File: src/rtl/whs_pkg.sv
package whs_pkg;

   // Index width that is never zero, so that single-entry configurations still elaborate.
   function automatic int idx_width(input int n);
      return (n <= 1) ? 1 : $clog2(n);
   endfunction

endpackage

File: src/rtl/whs_slot_decode.sv
// Turns a bus of register-number slots into a register bit mask.
// Slot value zero means "no register" and never sets a bit.
module whs_slot_decode #(
   parameter int NUM_REGS = 64,
   parameter int SLOTS    = 4,
   localparam int REG_W   = whs_pkg::idx_width(NUM_REGS)
) (
   input  logic                   en_i,
   input  logic [SLOTS*REG_W-1:0] slots_i,
   output logic [NUM_REGS-1:0]    mask_o
);

   localparam logic [NUM_REGS-1:0] ONE = {{(NUM_REGS-1){1'b0}}, 1'b1};
   localparam logic [REG_W:0]      LIMIT = (REG_W+1)'(NUM_REGS);

   logic [NUM_REGS-1:0] onehot [SLOTS];

   for (genvar k = 0; k < SLOTS; k++) begin : g_slot
      logic [REG_W-1:0] num;
      assign num = slots_i[k*REG_W +: REG_W];
      assign onehot[k] = (en_i && (num != '0) && ({1'b0, num} < LIMIT))
                         ? (ONE << num) : '0;
   end

   always_comb begin
      mask_o = '0;
      for (int k = 0; k < SLOTS; k++) begin
         mask_o = mask_o | onehot[k];
      end
   end

endmodule

File: src/rtl/whs_warp_row.sv
// Pending-write bit vector for one warp. Clears are applied before sets.
module whs_warp_row #(
   parameter int NUM_REGS = 64
) (
   input  logic                clk,
   input  logic                rst,
   input  logic [NUM_REGS-1:0] clr_mask_i,
   input  logic [NUM_REGS-1:0] set_mask_i,
   output logic [NUM_REGS-1:0] pend_o
);

   always_ff @(posedge clk) begin
      if (rst) begin
         pend_o <= '0;
      end else begin
         pend_o <= (pend_o & ~clr_mask_i) | set_mask_i;
      end
   end

endmodule

File: src/rtl/warp_hazard_scoreboard.sv
module warp_hazard_scoreboard #(
   parameter int NUM_WARPS = 8,
   parameter int NUM_REGS  = 64,
   parameter int SLOTS     = 4,
   localparam int WARP_W   = whs_pkg::idx_width(NUM_WARPS),
   localparam int REG_W    = whs_pkg::idx_width(NUM_REGS)
) (
   input  logic                   clk,
   input  logic                   rst,
   input  logic                   rsv_valid,
   input  logic [WARP_W-1:0]      rsv_warp,
   input  logic [SLOTS*REG_W-1:0] rsv_regs,
   input  logic                   rel_valid,
   input  logic [WARP_W-1:0]      rel_warp,
   input  logic [SLOTS*REG_W-1:0] rel_regs,
   input  logic [WARP_W-1:0]      chk_warp,
   input  logic [SLOTS*REG_W-1:0] chk_dst,
   input  logic [SLOTS*REG_W-1:0] chk_src,
   output logic                   chk_hazard,
   output logic                   err_sticky
);

   localparam logic [WARP_W:0] WARP_LIMIT = (WARP_W+1)'(NUM_WARPS);

   // Elaboration-time parameter checks
   if (NUM_WARPS < 1) begin : g_bad_warps
      $error("warp_hazard_scoreboard: NUM_WARPS must be at least 1");
   end
   if (NUM_REGS < 2) begin : g_bad_regs
      $error("warp_hazard_scoreboard: NUM_REGS must be at least 2");
   end
   if (SLOTS < 1) begin : g_bad_slots
      $error("warp_hazard_scoreboard: SLOTS must be at least 1");
   end

   logic [NUM_REGS-1:0] rsv_mask, rel_mask, cdst_mask, csrc_mask;

   whs_slot_decode #(.NUM_REGS(NUM_REGS), .SLOTS(SLOTS)) u_dec_rsv (
      .en_i(rsv_valid), .slots_i(rsv_regs), .mask_o(rsv_mask));
   whs_slot_decode #(.NUM_REGS(NUM_REGS), .SLOTS(SLOTS)) u_dec_rel (
      .en_i(rel_valid), .slots_i(rel_regs), .mask_o(rel_mask));
   whs_slot_decode #(.NUM_REGS(NUM_REGS), .SLOTS(SLOTS)) u_dec_cdst (
      .en_i(1'b1), .slots_i(chk_dst), .mask_o(cdst_mask));
   whs_slot_decode #(.NUM_REGS(NUM_REGS), .SLOTS(SLOTS)) u_dec_csrc (
      .en_i(1'b1), .slots_i(chk_src), .mask_o(csrc_mask));

   logic [NUM_REGS-1:0]           pend [NUM_WARPS];
   logic [NUM_WARPS*NUM_REGS-1:0] pend_flat;

   // Collision test for the reservation against the post-release state
   logic                rsv_in_range, rel_in_range, chk_in_range;
   logic [NUM_REGS-1:0] rsv_target, rsv_after_rel;
   logic                rsv_conflict;

   assign rsv_in_range = ({1'b0, rsv_warp} < WARP_LIMIT);
   assign rel_in_range = ({1'b0, rel_warp} < WARP_LIMIT);
   assign chk_in_range = ({1'b0, chk_warp} < WARP_LIMIT);

   assign rsv_target    = rsv_in_range ? pend[rsv_warp] : '0;
   assign rsv_after_rel = rsv_target &
                          ~((rel_valid && rel_in_range && (rel_warp == rsv_warp)) ? rel_mask : '0);
   assign rsv_conflict  = rsv_valid && rsv_in_range && (|(rsv_after_rel & rsv_mask));

   for (genvar w = 0; w < NUM_WARPS; w++) begin : g_warp
      logic [NUM_REGS-1:0] clr_w, set_w;
      assign clr_w = (rel_valid && (rel_warp == WARP_W'(w))) ? rel_mask : '0;
      assign set_w = (rsv_valid && !rsv_conflict && (rsv_warp == WARP_W'(w))) ? rsv_mask : '0;

      whs_warp_row #(.NUM_REGS(NUM_REGS)) u_row (
         .clk       (clk),
         .rst       (rst),
         .clr_mask_i(clr_w),
         .set_mask_i(set_w),
         .pend_o    (pend[w])
      );

      assign pend_flat[w*NUM_REGS +: NUM_REGS] = pend[w];
   end

   always_ff @(posedge clk) begin
      if (rst) begin
         err_sticky <= 1'b0;
      end else if (rsv_conflict) begin
         err_sticky <= 1'b1;
      end
   end

   logic [NUM_REGS-1:0] chk_row;
   assign chk_row    = chk_in_range ? pend[chk_warp] : '0;
   assign chk_hazard = |(chk_row & (cdst_mask | csrc_mask));

endmodule

File: config.mk
export PLATFORM = sky130hd
export DESIGN_NAME = warp_hazard_scoreboard
export DESIGN_NICKNAME = d
export VERILOG_FILES = /design/src/rtl/whs_pkg.sv /design/src/rtl/whs_slot_decode.sv /design/src/rtl/whs_warp_row.sv /design/src/rtl/warp_hazard_scoreboard.sv
export SDC_FILE = /design/constraint.sdc
export NUM_CORES = 2
export LEC_CHECK = 0
export BUFFER_PORTS_ARGS = -buffer_cell sky130_fd_sc_hd__buf_4
export CORE_MARGIN = 4
export CORE_UTILIZATION = 30
export CTS_CLUSTER_SIZE = 8
export DETAILED_ROUTE_END_ITERATION = 10
export PLACE_DENSITY_LB_ADDON = 0.05
export SLEW_MARGIN = 20
export SYNTH_ARGS = -nofsm -noshare
export SYNTH_HDL_FRONTEND = slang
export SYNTH_SLANG_ARGS = --single-unit
export TNS_END_PERCENT = 30
File: constraint.sdc
create_clock -name clk -period 11.25 [get_ports clk]
set_input_delay 1.125 -clock clk [delete_from_list [all_inputs] [get_ports clk]]
set_output_delay 1.125 -clock clk [all_outputs]
set_load 0.005 [all_outputs]
==> summary.md <==
| Metric | Value |
|---|---|
| Crit path max fanout | 57 |
| Count leader, synth | o21ai_0 |
| Clock latency on the worst-skew pair | 660 ps |
| Syn_area_per_cell | 8.34 um2 |
| Clock Skews | 41.7 ps |
| Worst-Margin Slew | 1240 ps |
| Core area | 118000 um2 |
| Die ar. | 125000 um2 |
| DRC Markers | 0 |
| Overflow after GRT | 0 |
| Sequential-to-total area share from yosys stat | 0.283 |
| Htree depth | 3 |
| TritonCTS Buffers | 74 |
| Fmax achieved | 162 MHz |
| Top cells by count, synth | o21ai_0 (580), dfxtp_1 (505), o22ai_1 (482) |
| Worst VDD drop | 0.102 mV |
| Initial DRC count | 5079 |
| Flop pwr share | 0.391 |
| Clk pin slew, worst setup/hold paths | 50 ps |
| Dominant cell type by area after synthesis | dfxtp_1 |
| Worst path slowest cell | buf_4 |
| Max clock buf depth | 3 |
| Pint | 3.20 mW |
| Post-CTS Resized | 0 |
| Worst slew margin | 0.175 |
| GR peak layer | met2 |
| Clock power frac | 0.465 |
| Std-Cell Rows | 126 |
| WHS Path Cells | 2 |
| Post-route cell area | 40100 um2 |
| Routed Antenna Nets | 0 |
| Worst setup EP type | primary output |
| Crit-path max cell delay | 630 ps |
| Psw | 1.40 mW |
| Most used DFF post-synth | dfxtp_1 |
| Initial core utilization | 0.302 |
| Hold Path Class | flip-flop to flip-flop |
| Switching Share | 0.305 |
| Max-cap violation count | 0 |
| Via count | 38.6k |
| Async SR Flop Fraction | 0 |
| Largest net degree at the start of global routing | 115 |
| Startpoint types | input port |
| Total iterations of the first detailed-routing run | 6 |
| Reg2Reg Depth | 10 |
| PortBufs | 110 |
| Synth Register Bits | 505 |
| Post-synthesis adder-cell area fraction | 0 |
| CTS tree | built |
| Hold buffers post-CTS | 0 |
| Synthesized Nets | 4389 |
| Sink Count | 505 |
| Placed Area | 38000 um2 |
| Combinational power share | 0.144 |
| Power per cell area | 115 nW/um2 |
| Total Wirelength | 203000 um |
| Max-slew violations | 0 |
| Post-synthesis xor/xnor area fraction | 0.000736 |
| LEAKAGE | 12.4 nW |
| Initial antenna violation count | 10 |
| Die X | 353 um |
| Met1 Track Usage GR | 0.435 |
| Vias in the first global route | 36.3k |
| Final Net Count | 4295 |
| Top cell type's share of synthesized area | 0.283 |
| Worst setup path class | input port to primary output |
| Met3 Usage GRT | 0.0536 |
| Final hold vios | 0 |
| Mapped Area | 35700 um2 |
| DPL Wire Length | 135000 um |
| Post-synth EDFFs | 0 |
| RePlAce Congestion | 1.00 |
| # setup viols final | 0 |
| Compound-gate portion of the synthesized area | 0.276 |
| Largest cells by area after synthesis | dfxtp_1 (28%), mux4_2 (14%), o22ai_1 (8.4%) |
| I/O pin total | 111 |
| Setup bufs post-CTS | 0 |
| Main combinational cell family by area after synthesis | compound AO/OA/AOI/OAI gates |
| Req. time, crit path | 10130 ps |
| Period utilization | 0.547 |
| WP data arrival | 5030 ps |
| Simple-Gate Fraction of Synth Area | 0.214 |
| Chip Height | 353 um |
| Status | finished, final reports clean |
| Routed WL per cell | 35.3 um |
| Worst-path cell chain | buf_8 -> buf_4 -> mux4_2 -> mux2i_1 -> o22ai_1 -> nor4_1 -> o2111ai_1 -> nor4_1 -> nand4_1 -> buf_4 |
| Synth cell types | 73 |
| Final setup TNS | 0 ps |
| RSZ-0062 raised after global routing | no |
| Via-to-Cell Ratio | 6.72 |
| Gate Count Post-Synth | 4280 |
| Ratio of cells with drive above 1 in the final layout | 0.163 |
| GR met2 Demand/Resource | 0.471 |
| Fin crit period | 6160 ps |
| GRT Total Usage | 0.311 |
| Area Growth Syn to Fin | 12.3% |
| First-pass GRT wire length | 287000 um |
| Post-synthesis mux area share | 0.176 |
| Root Driver | clkbuf_16 |
| Synth Warn # | 0 |
[state kept, by name (all words and copies together) (netlist names)]
register,count
g_warp.u_row.pend_o,504
err_sticky,1
[layout by cell type, fill, tap and decap left out, types with 29 or more instances in the layout]
| master | instances |
|---|---|
| nand2_1 | 176 |
| nand2b_1 | 47 |
| o22ai_1 | 482 |
| dfxtp_1 | 505 |
| mux2i_1 | 111 |
| buf_4 | 243 |
| a221oi_1 | 47 |
| nand3_1 | 74 |
| or2_2 | 47 |
| nor2_1 | 137 |
| nand4_1 | 33 |
| clkbuf_16 | 77 |
| mux4_2 | 215 |
| o21ai_0 | 580 |
| nor2b_1 | 447 |
| nor3_1 | 32 |
| nand4b_1 | 29 |
| nor4_1 | 75 |
| o21ai_1 | 342 |
| a21oi_1 | 39 |
[worst paths after layout]
kind                                    startpoint                               endpoint  slack [ps]
max                                    chk_warp[0]                             chk_hazard        5090
min           g_warp[7].u_row.pend_o[5]$_SDFF_PP0_   g_warp[7].u_row.pend_o[5]$_SDFF_PP0_         500
max reg2reg  g_warp[7].u_row.pend_o[60]$_SDFF_PP0_  g_warp[1].u_row.pend_o[13]$_SDFF_PP0_        6580
min reg2reg   g_warp[7].u_row.pend_o[5]$_SDFF_PP0_   g_warp[7].u_row.pend_o[5]$_SDFF_PP0_         500
[area by class of cell]
| cell class | count | area [um2] |
|---|---|---|
| fillers | 12400 | 78000 |
| multi-input cells | 3334 | 24000 |
| flip-flops and latches | 505 | 10100 |
| clock buffers | 84 | 1970 |
| well taps | 1536 | 1920 |
| repair buffers | 249 | 1910 |
| clock inverters | 6 | 110 |
| inverters | 22 | 82.6 |
| diodes | 2 | 5.00 |
[stage by stage]
stage	std cells	setup WS [ps]	total power, mW	util	hold WS [ps]
2_1_floorplan	4280	5930	2.18	-	465
3_3_place_gp	5645	4790	2.48	0.321	482
3_5_place_dp	5645	4990	2.47	0.322	486
4_1_cts	5735	5030	4.62	0.339	495
5_1_grt	5736	4880	4.71	0.339	521
6_report	5738	5090	4.60	0.339	500
[worst max-delay path, delay by kind of cell]
kind	cells	cell delay, ps
multiplexers	2	1030
AO/OA/AOI/OAI	2	450
AND/OR/NAND/NOR	3	850
buffers and inverters	3	1380
[cells by family (layout without fill, tap and decap cells)]
family	Yosys count	after routing
XOR/XNOR	3	3
other	0	2
AND/OR/NAND/NOR	1289	1289
AO/OA/AOI/OAI	1686	1686
multiplexers	356	356
buffers and inverters	441	361
flip-flops	505	505
[power by group through the flow]
stage,Clock [mW],Combinational (mW),Sequential (mW)
4_1_cts,2.18,0.638,1.80
6_report,2.14,0.663,1.80
3_3_place_gp,0,0.645,1.84
3_5_place_dp,0,0.637,1.84
2_1_floorplan,0,0.349,1.83
5_1_grt,2.24,0.675,1.80
[metal layers]
metal | up-vias | routed length, um
li1 | 16300 | -
met1 | 19300 | 87000
met2 | 2403 | 87200
met3 | 517 | 17600
met4 | 4 | 10900
met5 | - | 27
Note: power is estimated with default switching activity, not from simulation.
